## config.mk

```make
export PLATFORM = sky130hd
export DESIGN_NAME = swFlowGen
export DESIGN_NICKNAME = d
export VERILOG_FILES = /design/src/rtl/swFlowPkg.sv /design/src/rtl/swFlowDp.sv /design/src/rtl/swFlowCtl.sv /design/src/rtl/swFlowGen.sv
export SDC_FILE = /design/constraint.sdc
export NUM_CORES = 1
export LEC_CHECK = 0
export BUFFER_PORTS_ARGS = -buffer_cell sky130_fd_sc_hd__buf_4
export CAP_MARGIN = 25
export CORE_UTILIZATION = 25
export CTS_BUF_LIST = sky130_fd_sc_hd__clkbuf_16
export DETAILED_ROUTE_END_ITERATION = 10
export PLACE_DENSITY = 0.6
export SLEW_MARGIN = 20
export SYNTH_ARGS = -nofsm -noshare
export SYNTH_HDL_FRONTEND = slang
export SYNTH_SLANG_ARGS = --single-unit
```

## constraint.sdc

```tcl
create_clock -name clk -period 2 [get_ports clk]
set_input_delay 0.4 -clock clk [delete_from_list [all_inputs] [get_ports clk]]
set_output_delay 0.4 -clock clk [all_outputs]
set_load 0.05 [all_outputs]
```

## src/rtl/swFlowPkg.sv

```systemverilog
package swFlowPkg;

  typedef enum logic [2:0] {
    ST_RUN   = 3'd0,
    ST_ARM   = 3'd1,
    ST_STOP1 = 3'd2,
    ST_STOP2 = 3'd3,
    ST_HALT  = 3'd4,
    ST_GO1   = 3'd5,
    ST_GO2   = 3'd6
  } flowState_e;

  // control -> datapath strobes
  typedef struct packed {
    logic flowReq;    // a flow character is wanted on the port
    logic pickStop;   // stop pair (1) or resume pair (0)
    logic pickSecond; // second character of the pair
    logic armClr;     // hold the character-time counter at zero
  } flowCmd_t;

  function automatic int trigLevel(input logic [1:0] sel);
    case (sel)
      2'd0:    return 1;
      2'd1:    return 4;
      2'd2:    return 8;
      default: return 14;
    endcase
  endfunction

  function automatic int resumeLevel(input logic [1:0] sel);
    case (sel)
      2'd0:    return 0;
      2'd1:    return 1;
      2'd2:    return 4;
      default: return 8;
    endcase
  endfunction

endpackage

```

## src/rtl/swFlowDp.sv

```systemverilog
module swFlowDp
  import swFlowPkg::*;
#(
  parameter int CHAR_W      = 8,
  parameter int CNT_W       = 5,
  parameter int DELAY_TICKS = 2
) (
  input  logic              clk,
  input  logic              rstN,
  input  logic              enable,
  input  logic [1:0]        trigSel,
  input  logic [CNT_W-1:0]  rxCount,
  input  logic              charTick,
  input  logic [CHAR_W-1:0] stopChar1,
  input  logic [CHAR_W-1:0] stopChar2,
  input  logic [CHAR_W-1:0] goChar1,
  input  logic [CHAR_W-1:0] goChar2,
  input  logic              dataValid,
  input  logic [CHAR_W-1:0] dataByte,
  input  logic              txReady,
  input  flowCmd_t          cmd,
  output logic              aboveTrig,
  output logic              atResume,
  output logic              delayDone,
  output logic              txValid,
  output logic [CHAR_W-1:0] txData,
  output logic              dataReady,
  output logic              rxIntr
);

  localparam int TICK_W = $clog2(DELAY_TICKS + 1);

  logic [CNT_W-1:0]  trigVal;
  logic [CNT_W-1:0]  resumeVal;
  logic [TICK_W-1:0] tickCnt;
  logic [CHAR_W-1:0] flowChar;
  logic              flowLive;

  always_comb begin
    trigVal   = CNT_W'(trigLevel(trigSel));
    resumeVal = CNT_W'(resumeLevel(trigSel));
    aboveTrig = (rxCount >= trigVal);
    atResume  = (rxCount <= resumeVal);
    delayDone = (tickCnt >= TICK_W'(DELAY_TICKS));
  end

  // character-time counter for the stop delay
  always_ff @(posedge clk) begin
    if (!rstN || cmd.armClr) begin
      tickCnt <= '0;
    end else if (charTick && !delayDone) begin
      tickCnt <= tickCnt + TICK_W'(1);
    end
  end

  always_ff @(posedge clk) begin
    if (!rstN) rxIntr <= 1'b0;
    else       rxIntr <= aboveTrig;
  end

  always_comb begin
    case ({cmd.pickStop, cmd.pickSecond})
      2'b10:   flowChar = stopChar1;
      2'b11:   flowChar = stopChar2;
      2'b00:   flowChar = goChar1;
      default: flowChar = goChar2;
    endcase
  end

  // port mux: flow characters have priority over ordinary data
  always_comb begin
    flowLive  = cmd.flowReq & enable;
    txValid   = flowLive | dataValid;
    txData    = flowLive ? flowChar : dataByte;
    dataReady = txReady & ~flowLive;
  end

endmodule

```

## src/rtl/swFlowCtl.sv

```systemverilog
module swFlowCtl
  import swFlowPkg::*;
(
  input  logic     clk,
  input  logic     rstN,
  input  logic     enable,
  input  logic     aboveTrig,
  input  logic     atResume,
  input  logic     delayDone,
  input  logic     txReady,
  output flowCmd_t cmd
);

  flowState_e state, stateNxt;

  always_ff @(posedge clk) begin
    if (!rstN) state <= ST_RUN;
    else       state <= stateNxt;
  end

  always_comb begin
    stateNxt = state;
    if (!enable) begin
      stateNxt = ST_RUN;
    end else begin
      case (state)
        ST_RUN:   if (aboveTrig) stateNxt = ST_ARM;
        ST_ARM: begin
          if (atResume)       stateNxt = ST_RUN;
          else if (delayDone) stateNxt = ST_STOP1;
        end
        ST_STOP1: if (txReady)  stateNxt = ST_STOP2;
        ST_STOP2: if (txReady)  stateNxt = ST_HALT;
        ST_HALT:  if (atResume) stateNxt = ST_GO1;
        ST_GO1:   if (txReady)  stateNxt = ST_GO2;
        ST_GO2:   if (txReady)  stateNxt = ST_RUN;
        default:                stateNxt = ST_RUN;
      endcase
    end
  end

  always_comb begin
    cmd.flowReq    = (state == ST_STOP1) || (state == ST_STOP2) ||
                     (state == ST_GO1)   || (state == ST_GO2);
    cmd.pickStop   = (state == ST_STOP1) || (state == ST_STOP2);
    cmd.pickSecond = (state == ST_STOP2) || (state == ST_GO2);
    cmd.armClr     = (state != ST_ARM);
  end

endmodule

```

## src/rtl/swFlowGen.sv

```systemverilog
module swFlowGen
  import swFlowPkg::*;
#(
  parameter int CHAR_W      = 8,
  parameter int CNT_W       = 5,
  parameter int DELAY_TICKS = 2
) (
  input  logic              clk,
  input  logic              rstN,
  input  logic              enable,
  input  logic [1:0]        trigSel,
  input  logic [CNT_W-1:0]  rxCount,
  input  logic              charTick,
  input  logic [CHAR_W-1:0] stopChar1,
  input  logic [CHAR_W-1:0] stopChar2,
  input  logic [CHAR_W-1:0] goChar1,
  input  logic [CHAR_W-1:0] goChar2,
  input  logic              dataValid,
  input  logic [CHAR_W-1:0] dataByte,
  output logic              dataReady,
  output logic              txValid,
  output logic [CHAR_W-1:0] txData,
  input  logic              txReady,
  output logic              rxIntr
);

  flowCmd_t cmd;
  logic     aboveTrig;
  logic     atResume;
  logic     delayDone;

  swFlowCtl ctl_i (
    .clk       (clk),
    .rstN      (rstN),
    .enable    (enable),
    .aboveTrig (aboveTrig),
    .atResume  (atResume),
    .delayDone (delayDone),
    .txReady   (txReady),
    .cmd       (cmd)
  );

  swFlowDp #(
    .CHAR_W      (CHAR_W),
    .CNT_W       (CNT_W),
    .DELAY_TICKS (DELAY_TICKS)
  ) dp_i (
    .clk       (clk),
    .rstN      (rstN),
    .enable    (enable),
    .trigSel   (trigSel),
    .rxCount   (rxCount),
    .charTick  (charTick),
    .stopChar1 (stopChar1),
    .stopChar2 (stopChar2),
    .goChar1   (goChar1),
    .goChar2   (goChar2),
    .dataValid (dataValid),
    .dataByte  (dataByte),
    .txReady   (txReady),
    .cmd       (cmd),
    .aboveTrig (aboveTrig),
    .atResume  (atResume),
    .delayDone (delayDone),
    .txValid   (txValid),
    .txData    (txData),
    .dataReady (dataReady),
    .rxIntr    (rxIntr)
  );

endmodule

```

==> qor.txt, run 1 <==
CTS Buffer Depth = 2
Drc violations = 0
Cell mode on critical path = buf_4
Fmax achieved = 0.521 GHz
Largest family of logic cells by synthesized area = compound AO/OA/AOI/OAI gates
Critical-path cell list = buf_4 > mux2_2 > o221ai_2 > o21ai_2 > buf_4
Crit path max fanout = 8
Most area-hungry cell type in the Yosys netlist = dfxtp_1
Sinks on Clock Net = 6
Layout cell share with drive strength beyond 1 = 0.516
ANT cells = 0
Vias in the first global route = 1152
Total GRT Usage = 0.156
Post-CTS setup buffer count = 0
Max_cap viols = 0
Clk_lat worst skew = 0.23 ns
Die width = 62.8 µm
CP startpoint kind = flop
Final wirelength = 2940 µm
Average wire per standard cell = 12.4 µm
Setup TNS = 0 ns
Worst Clk Skew = 0.00276 ns
CP max-delay cell = dfxtp_4
Initial DRT Pass Iterations = 4
Synth Area in Compound Gates = 0.285
Syn Std Cell Area = 923 µm²
Antenna-violating nets left = 0
WP buf/inv = 2
Remaining Overflow, GRT = 0
CP Capture Type = primary output
Minimum hold slack = 0.474 ns
Commonest cells after routing, fill and taps aside = buf_4 (65), nand2_1 (22), mux2_2 (9), o22ai_1 (9)
Setup slack, reg-to-reg = 0.45 ns
Antenna violations before repair = 0
Global-route wire length before repair = 4950 µm
Final hold vios = 0
#FFs+latches synth = 6
Status = finished clean
Initial Utilization = 0.268
Worst-path clk slew = 0.04 ns
Fin crit share = 0.960
Sequential Area = 125 µm²
Critical R2R Capture = ctl_i.state[1]
Sw frac = 0.296
CTS root buffer = clkbuf_16
Cell Rows = 21
Final setup vio count = 0
Mapped Cells = 125
Clock buffer count from CTS = 3
Post-layout min period = 1.92 ns
Hold Path Depth = 3
Layout Utilization = 0.462
Reg2Reg Depth = 5
Comb pwr share = 0.408
Die area = 0.00394 mm²
RSZ-0062 raised after global routing = no
Port Buf Inserts = 63
Crit Path Category = flop to primary output
Commonest non-fill, non-tap cell in the layout = buf_4
WHS Endpoint = ctl_i.state[0]
Flop pwr share = 0.171
Synth unique cells = 36
Ranking of synthesized cells by area = dfxtp_1 (13%), mux2_2 (11%), ha_1 (11%)
CTS tree = yes
Maximum VDD drop = 0.227 mV
Kind of cell adding the most delay to the critical path = flip-flops
Slew Viols, Final = 0
DRT iter0 DRCs = 32
Clk pwr share = 0.421
Switch Pwr = 0.229 mW
R2R Path Start = ctl_i.state[1]
Min-delay src = enable
H-tree depth = 1
Leak Pwr = 0.703 nW
Max incr delay on CP = 0.37 ns
Slew @ Worst Pin = 0.273 ns
Adder-Cell Fraction of Synth Area = 0.108
DP HPWL = 2340 µm
Vias/cell = 5.06
Cell area power density = 485 mW/mm²
Xor-xnor portion of the synthesized cell area = 0.00949
Num ports = 64
Hold WC Path Type = input port to flop
Pin count of the biggest net entering global routing = 19
Post-synthesis mux area share = 0.121
Synth Net Count = 186
YS warnings = 0
Seq/Total Area, Yosys = 0.130
Filler cells = 353
Synth Area in Simple Gates = 0.266
Multi-input gate area in the final layout = 771 µm²
Core ar. = 0.00344 mm²
# hold bufs at CTS = 0
WP data arrival = 1.52 ns
Vias = 1194
Synth Area per Inst = 7.39 µm²
Die Height = 62.8 µm
Slew headroom = 0.817
RePlAce Congestion = 0.829
Internal power = 0.543 mW
Yosys top cell area share = 0.130
Nets = 253
Area growth syn-to-layout = 72.1%
CP required = 1.60 ns
## stage by stage
| step | worst slack, ns | power [mW] | instances | instance area (µm²) |
|---|---|---|---|---|
| 6_report | 0.0791 | 0.771 | 236 | 1590 |
| 5_1_grt | 0.00999 | 0.818 | 236 | 1590 |
| 4_1_cts | 0.00654 | 0.771 | 236 | 1540 |
| 3_5_place_dp | 0.0786 | 0.437 | 233 | 1460 |
| 3_3_place_gp | 0.131 | 0.431 | 233 | 1460 |
| 2_1_floorplan | -0.0213 | 0.308 | 125 | 938 |
## power by group through the flow
stage                     clock network (mW)  logic (mW)  registers [mW]
after floorplan                            0       0.170           0.138
after global placement                     0       0.299           0.132
after detailed placement                   0       0.305           0.132
after CTS                              0.333       0.307           0.131
after global routing                   0.346       0.340           0.132
final                                  0.325       0.315           0.131
## kinds of logic after synthesis
group / after synthesis
adders and majority gates: 8
xor gates and xnor gates: 1
and+or+nand+nor: 49
AOI/OAI and AO/OA: 38
DFF: 6
muxes: 10
buffers and inverters: 13
## cell usage after synthesis
cell type	number
inv_2	1
buf_12	1
nand3_1	3
dfxtp_1	6
mux2i_1	1
nand2_1	22
a311o_1	1
or4b_4	1
o31ai_2	1
clkbuf_1	2
or2_2	1
buf_2	2
nand4b_1	1
nand2b_2	1
nor2_1	8
a31oi_4	1
nand3b_1	1
o221ai_1	8
ha_1	8
nor4_1	1
nand2_2	1
nor3b_1	1
a21oi_1	5
or4_1	1
or3_1	1
buf_4	2
or2b_1	1
o21ai_1	8
mux2_2	9
o22ai_1	9
xnor2_1	1
inv_1	5
o21ai_0	4
a211oi_1	1
and2_1	1
nand2b_1	4
## metal layers
| layer | share of wire | vias up | track usage | routed length (µm) |
|---|---|---|---|---|
| li1 | - | 602 | - | - |
| met1 | 0.40 | 534 | 0.159 | 1170 |
| met2 | 0.49 | 56 | 0.281 | 1440 |
| met3 | 0.10 | 2 | 0.0566 | 296 |
| met4 | 0.0092 | 0 | 0.0698 | 27 |
| met5 | 0 | - | 0 | 0 |
## timing repair
action	in CTS	in global routing
endpoints found under the setup margin	9	10
gates resized for setup	2	13
pin swaps	0	1
## area by class of cell
cell class	count	share of cell area
Multi-Input combinational cell	106	0.485
Timing Repair Buffer	69	0.335
Sequential cell	6	0.0787
Clock buffer	3	0.0472
Tap cell	46	0.0362
Inverter	6	0.0173
## registers in the layout, summed over array words and instances (netlist names)
name	count
dp_i.tickCnt	2
dp_i.rxIntr	1
ctl_i.state	3
## worst reg2reg max path: stages, from the launching register on
cell and delay, ns:
dfxtp_1 0.42, buf_4 0.23, nand2_4 0.12, mux2_2 0.28, a311o_1 0.31, o22ai_1 0.11
## worst max path at each step
stage	slack, ns	to	start	cells after the start
floorplan	-0.02	txData[2]	ctl_i.state[0]	6
global placement	0.13	ctl_i.state[1]	trigSel[0]	8
detailed placement	0.08	ctl_i.state[1]	trigSel[0]	8
CTS	0.007	txData[6]	ctl_i.state[0]	7
global route	0.01	txData[7]	ctl_i.state[0]	5
finish	0.08	txData[6]	ctl_i.state[0]	5
Note: power is estimated with default switching activity, not from simulation.
==> inputs of run 2 (changes only) <==
Settings changed: GPL_TIMING_DRIVEN set to 0, HOLD_SLACK_MARGIN set to 0.06.
==> run 2 against run 1 <==
Count of clock-buffer cells in the layout is the same; die area is the same; power grew 0.64%; critical path depth is the same; combinational power grew 2%; wire length grew 3.8%; non-clock buffer count grew 2; sequential cell count is the same; sequential power is essentially flat; via count grew 1.4%; largest cell class unchanged.
==> qor.txt, run 2 (synthesized netlist as in run 1, its figures left out) <==
Total GRT Usage = 0.158 (+0.00165)
Drc violations = 0 (unchanged)
R2R Path Start = ctl_i.state[1]
Maximum VDD drop = 0.326 mV (+44%)
Slew Viols, Final = 0 (unchanged)
CP max-delay cell = dfxtp_4
Worst Clk Skew = 0.00134 ns (-0.00142 ns)
Global-route wire length before repair = 4940 µm (-0.14%)
Crit Path Category = flop to primary output
Port Buf Inserts = 63 (unchanged)
Crit path max fanout = 10 (+2)
Final hold vios = 0 (unchanged)
Die area = 0.00394 mm² (unchanged)
Worst setup endpoint = txData[5]
H-tree depth = 1 (unchanged)
Minimum hold slack = 0.469 ns (-0.00419 ns)
Place WS = -0.146 ns (-0.225 ns)
Flop pwr share = 0.169 (-0.002)
Initial DRT Pass Iterations = 4 (unchanged)
Final setup vio count = 0 (unchanged)
Die Height = 62.8 µm (unchanged)
Layout Utilization = 0.470 (+0.00872)
Cell area power density = 479 mW/mm² (-1.2%)
Pin count of the biggest net entering global routing = 11 (-8)
Antenna violations before repair = 0 (unchanged)
Placed Cells = 234 (+0.43%)
Post-layout min period = 1.94 ns (+0.0183 ns)
Clock buffer count from CTS = 3 (unchanged)
Antenna-violating nets left = 0 (unchanged)
Filler cells = 332 (-5.9%)
Internal power = 0.546 mW (+0.63%)
Switch Pwr = 0.230 mW (+0.67%)
RePlAce Congestion = 0.823 (-0.70%)
Cell Rows = 21 (unchanged)
Comb pwr share = 0.412 (+0.004)
Fmax achieved = 0.516 GHz (-0.94%)
CTS tree = yes
Setup slack, reg-to-reg = 0.53 ns (+0.08 ns)
Reg2Reg Depth = 5 (unchanged)
DP HPWL = 2380 µm (+1.8%)
CTS root buffer = clkbuf_16
Largest register FFs = 3 (unchanged)
Commonest cells after routing, fill and taps aside = buf_4 (63), nand2_1 (20), mux2_2 (9), o22ai_1 (9)
Clk pwr share = 0.419 (-0.002)
CTS Buffer Depth = 2 (unchanged)
Top flop regs = ctl_i.state x3, dp_i.tickCnt x2, dp_i.rxIntr x1
Die width = 62.8 µm (unchanged)
Leak Pwr = 0.715 nW (+1.6%)
Initial Utilization = 0.268 (unchanged)
Multi-input gate area in the final layout = 768 µm² (-0.32%)
CP Depth = 5 (unchanged)
Final wirelength = 3050 µm (+3.8%)
Non-Filler Instances = 238 (+0.85%)
Vias/cell = 5.09 (+0.57%)
PnR worst setup slack = 0.0608 ns (-0.0183 ns)
Hold WC Path Type = input port to flop
# hold bufs at CTS = 0 (unchanged)
Layout cell share with drive strength beyond 1 = 0.521 (+0.00504)
Average wire per standard cell = 12.8 µm (+2.9%)
CP startpoint kind = flop
Worst-path clk slew = 0.03 ns (about the same)
ANT cells = 0 (unchanged)
Num ports = 64 (unchanged)
Slew @ Worst Pin = 0.452 ns (+0.180 ns)
CP required = 1.60 ns (about the same)
Critical-path cell list = buf_8 > mux2_2 > o221ai_1 > o21ai_2 > buf_4
DRT iter0 DRCs = 56 (+75%)
Max incr delay on CP = 0.38 ns (about the same)
Area growth syn-to-layout = 75.3%
Clk_lat worst skew = 0.23 ns (about the same)
Critical R2R Capture = ctl_i.state[1]
Sequential Area = 125 µm² (unchanged)
Remaining Overflow, GRT = 0 (unchanged)
Core ar. = 0.00344 mm² (unchanged)
Status = finished clean
Sw frac = 0.296 (about the same)
WP data arrival = 1.54 ns (+0.02 ns)
Nets = 255 (+0.79%)
Vias in the first global route = 1130 (-1.9%)
Sinks on Clock Net = 6 (unchanged)
Max_cap viols = 0 (unchanged)
Commonest non-fill, non-tap cell in the layout = buf_4
Slew headroom = 0.698 (-0.119)
Kind of cell adding the most delay to the critical path = flip-flops
WP buf/inv = 2 (unchanged)
CP Capture Type = primary output
Fin crit share = 0.970 (+0.00913)
Largest Register = ctl_i.state
CP Launch Point = ctl_i.state[0]
Vias = 1211 (+1.4%)
-- run 2: timing repair --
item / 4_1_cts / 5_1_grt
resized for setup: 8 / 9
setup buffers: 1 / 0
pin swaps: 1 / 1
endpoints found under the setup margin: 10 / 8
-- run 2: cell type report --
type	instances	area share
sequential	6	0.0773
clock buffer	3	0.0464
buffer	7	0.0433
tap	46	0.0355
multi-input combinational	106	0.474
timing repair buffer	64	0.309
inverter	6	0.0139
-- run 2: per-layer routing --
| metal | up-vias | GRT usage | part of all wire |
|---|---|---|---|
| met5 | - | 0 | 0 |
| met1 | 546 | 0.179 | 0.43 |
| met2 | 58 | 0.258 | 0.47 |
| met4 | 0 | 0.0901 | 0.013 |
| li1 | 603 | - | - |
| met3 | 4 | 0.0493 | 0.087 |
-- run 2: power groups by stage --
stage,Clock (mW),Combinational [mW],Sequential (mW)
after floorplan,0,0.170,0.138
after global placement,0,0.302,0.132
after detailed placement,0,0.308,0.132
after CTS,0.332,0.315,0.131
after global routing,0.339,0.347,0.132
final,0.325,0.320,0.131
-- run 2: metrics by stage --
stage	power, mW	setup TNS, ns	instance area [µm²]
6_report	0.776	0	1620
2_1_floorplan	0.308	-0.0851	938
3_3_place_gp	0.434	-0.425	1470
5_1_grt	0.818	-0.0245	1620
4_1_cts	0.777	0	1590
3_5_place_dp	0.440	-0.966	1470
-- run 2: how the worst min path moves through the flow --
stage | slack (ns) | startpoint | to | cells after the start
4_1_cts | 0.47 | rstN | dp_i.rxIntr | 2
2_1_floorplan | 0.46 | dp_i.tickCnt[0] | dp_i.tickCnt[0] | 2
6_report | 0.47 | rstN | dp_i.rxIntr | 2
5_1_grt | 0.47 | rstN | dp_i.rxIntr | 2
3_3_place_gp | 0.47 | dp_i.tickCnt[0] | dp_i.tickCnt[0] | 2
3_5_place_dp | 0.49 | dp_i.tickCnt[0] | dp_i.tickCnt[0] | 2
-- run 2: worst reg2reg max path, stage by stage (launching register included) --
cell	delay, ns
dfxtp_1	0.34
buf_12	0.13
nand2_2	0.15
mux2_2	0.32
a311o_1	0.32
o22ai_1	0.12
==> inputs of run 3 (changes only) <==
Settings changed: CORE_ASPECT_RATIO set to 0.7.
==> run 3 against run 2 <==
Combinational power about the same; count of clock-buffer cells in the layout unchanged; final cell count up 2.1%; core utilization down 1.5 points; sequential share of layout area about the same; sequential cell count unchanged; fmax down 0.71%; critical path depth up 1; largest power group unchanged; highest routed layer unchanged.
==> qor.txt, run 3 (synthesized netlist as in run 1, its figures left out) <==
Core ar. = 0.00354 mm² (+2.7%)
Vias = 1141 (-5.8%)
Largest register FFs = 3 (unchanged)
Num ports = 64 (unchanged)
Min-delay src = enable
CTS Buffer Depth = 2 (unchanged)
Drc violations = 0 (unchanged)
Worst setup endpoint = txData[5]
Setup slack, reg-to-reg = 0.54 ns (about the same)
Clock buffer count from CTS = 3 (unchanged)
Place WS = -0.118 ns (+0.0287 ns)
Final wirelength = 3020 µm (-0.89%)
Die Height = 52.8 µm (-16%)
Clk pwr share = 0.423 (+0.004)
Sw frac = 0.299 (+0.00216)
Critical R2R Capture = ctl_i.state[0]
Die area = 0.00394 mm² (about the same)
Final setup vio count = 0 (unchanged)
Area growth syn-to-layout = 74.5%
Vias/cell = 4.70 (-7.7%)
ANT cells = 0 (unchanged)
Sinks on Clock Net = 6 (unchanged)
DRT iter0 DRCs = 52 (-7.1%)
Largest Register = ctl_i.state
Slew headroom = 0.686 (-0.0122)
Commonest non-fill, non-tap cell in the layout = buf_4
Leak Pwr = 0.702 nW (-1.7%)
DP HPWL = 2380 µm (-0.22%)
Layout cell share with drive strength beyond 1 = 0.518 (-0.00270)
Crit path max fanout = 10 (unchanged)
Comb pwr share = 0.408 (-0.004)
Cell area power density = 482 mW/mm² (+0.60%)
Final hold vios = 0 (unchanged)
Commonest cells after routing, fill and taps aside = buf_4 (66), nand2_1 (21), mux2_2 (9), o22ai_1 (9)
PnR worst setup slack = 0.0470 ns (-0.0138 ns)
Total GRT Usage = 0.152 (-0.00543)
# hold bufs at CTS = 0 (unchanged)
Antenna violations before repair = 0 (unchanged)
CP startpoint kind = flop
Vias in the first global route = 978 (-13%)
Remaining Overflow, GRT = 0 (unchanged)
Top flop regs = ctl_i.state x3, dp_i.tickCnt x2, dp_i.rxIntr x1
CTS tree = yes
Switch Pwr = 0.232 mW (+0.87%)
Post-layout min period = 1.95 ns (+0.0138 ns)
Clk_lat worst skew = 0.23 ns (about the same)
Average wire per standard cell = 12.4 µm (-2.9%)
Initial DRT Pass Iterations = 4 (unchanged)
Internal power = 0.545 mW (-0.17%)
RSZ-0062 raised after global routing = yes
Cell Rows = 18 (-14%)
Initial Utilization = 0.261 (-0.00712)
R2R Path Start = dp_i.tickCnt[0]
Slew Viols, Final = 0 (unchanged)
Crit Path Category = flop to primary output
Worst-path clk slew = 0.03 ns (about the same)
Global-route wire length before repair = 4510 µm (-8.7%)
Nets = 256 (+0.39%)
Layout Utilization = 0.456 (-0.0146)
CP Capture Type = primary output
Fin crit share = 0.976 (+0.00691)
WP data arrival = 1.55 ns (about the same)
Maximum VDD drop = 0.263 mV (-19%)
CTS root buffer = clkbuf_16
Hold WC Path Type = input port to flop
Antenna-violating nets left = 0 (unchanged)
H-tree depth = 1 (unchanged)
CP required = 1.60 ns (about the same)
Worst Clk Skew = 0.00231 ns (+0.000969 ns)
Flop pwr share = 0.169 (about the same)
RePlAce Congestion = 0.757 (-8.0%)
Reg2Reg Depth = 6 (+1)
Port Buf Inserts = 63 (unchanged)
Max_cap viols = 0 (unchanged)
CP Launch Point = ctl_i.state[0]
Status = finished clean
Fmax achieved = 0.512 GHz (-0.71%)
Die width = 74.6 µm (+19%)
Pin count of the biggest net entering global routing = 11 (unchanged)
Slew @ Worst Pin = 0.471 ns (+0.0182 ns)
==> run 3: power groups by stage <==
stage          Combinational [mW]  Clock [mW]  Sequential [mW]
2_1_floorplan               0.170           0            0.138
3_3_place_gp                0.307           0            0.132
3_5_place_dp                0.307           0            0.133
4_1_cts                     0.313       0.336            0.131
5_1_grt                     0.342       0.346            0.132
6_report                    0.317       0.329            0.131
==> run 3: layout make-up <==
class | count | area [µm²]
Sequential cell | 6 | 125
Multi-Input combinational cell | 106 | 764
Timing Repair Buffer | 65 | 492
Buffer | 7 | 70.1
Clock buffer | 3 | 75.1
Inverter | 6 | 22.5
Fill cell | 351 | 1920
Tap cell | 50 | 62.6
==> run 3: worst min path at each step <==
| stage | endpoint | depth (start not counted) | slack [ns] |
|---|---|---|---|
| 5_1_grt | dp_i.rxIntr | 2 | 0.48 |
| 3_5_place_dp | dp_i.tickCnt[0] | 2 | 0.49 |
| 2_1_floorplan | dp_i.tickCnt[0] | 2 | 0.46 |
| 4_1_cts | ctl_i.state[0] | 3 | 0.47 |
| 3_3_place_gp | dp_i.tickCnt[0] | 2 | 0.48 |
| 6_report | ctl_i.state[0] | 3 | 0.47 |
==> run 3: worst max-delay path, cell delays in order, from the launching register on <==
cell     delay [ns]
dfxtp_4        0.38
nand2_1        0.09
xnor2_1        0.20
nand2_2        0.11
buf_4          0.19
o21ai_2        0.13
buf_4          0.21
==> run 3: metrics by stage <==
step	area [µm²]	total power, mW	instances	hold slack [ns]	setup TNS [ns]
floorplan	938	0.308	125	0.457	-0.0851
global placement	1470	0.439	238	0.480	-0.915
detailed placement	1470	0.439	238	0.487	-0.870
CTS	1580	0.780	243	0.465	0
global route	1610	0.819	243	0.485	-0.00804
finish	1610	0.777	243	0.466	0
==> run 3: metal layers <==
metal | vias up | global-route usage | part of all wire
li1 | 603 | - | -
met1 | 522 | 0.214 | 0.48
met2 | 13 | 0.228 | 0.49
met3 | 3 | 0.0269 | 0.018
met4 | 0 | 0.0566 | 0.0076
met5 | - | 0 | 0
==> run 3: timing repair <==
item / in CTS / in global routing
pin swaps: 1 / 1
resized for setup: 7 / 8
setup endpoints to repair: 10 / 9
setup buffers: 2 / 0
gates cloned: 0 / 0
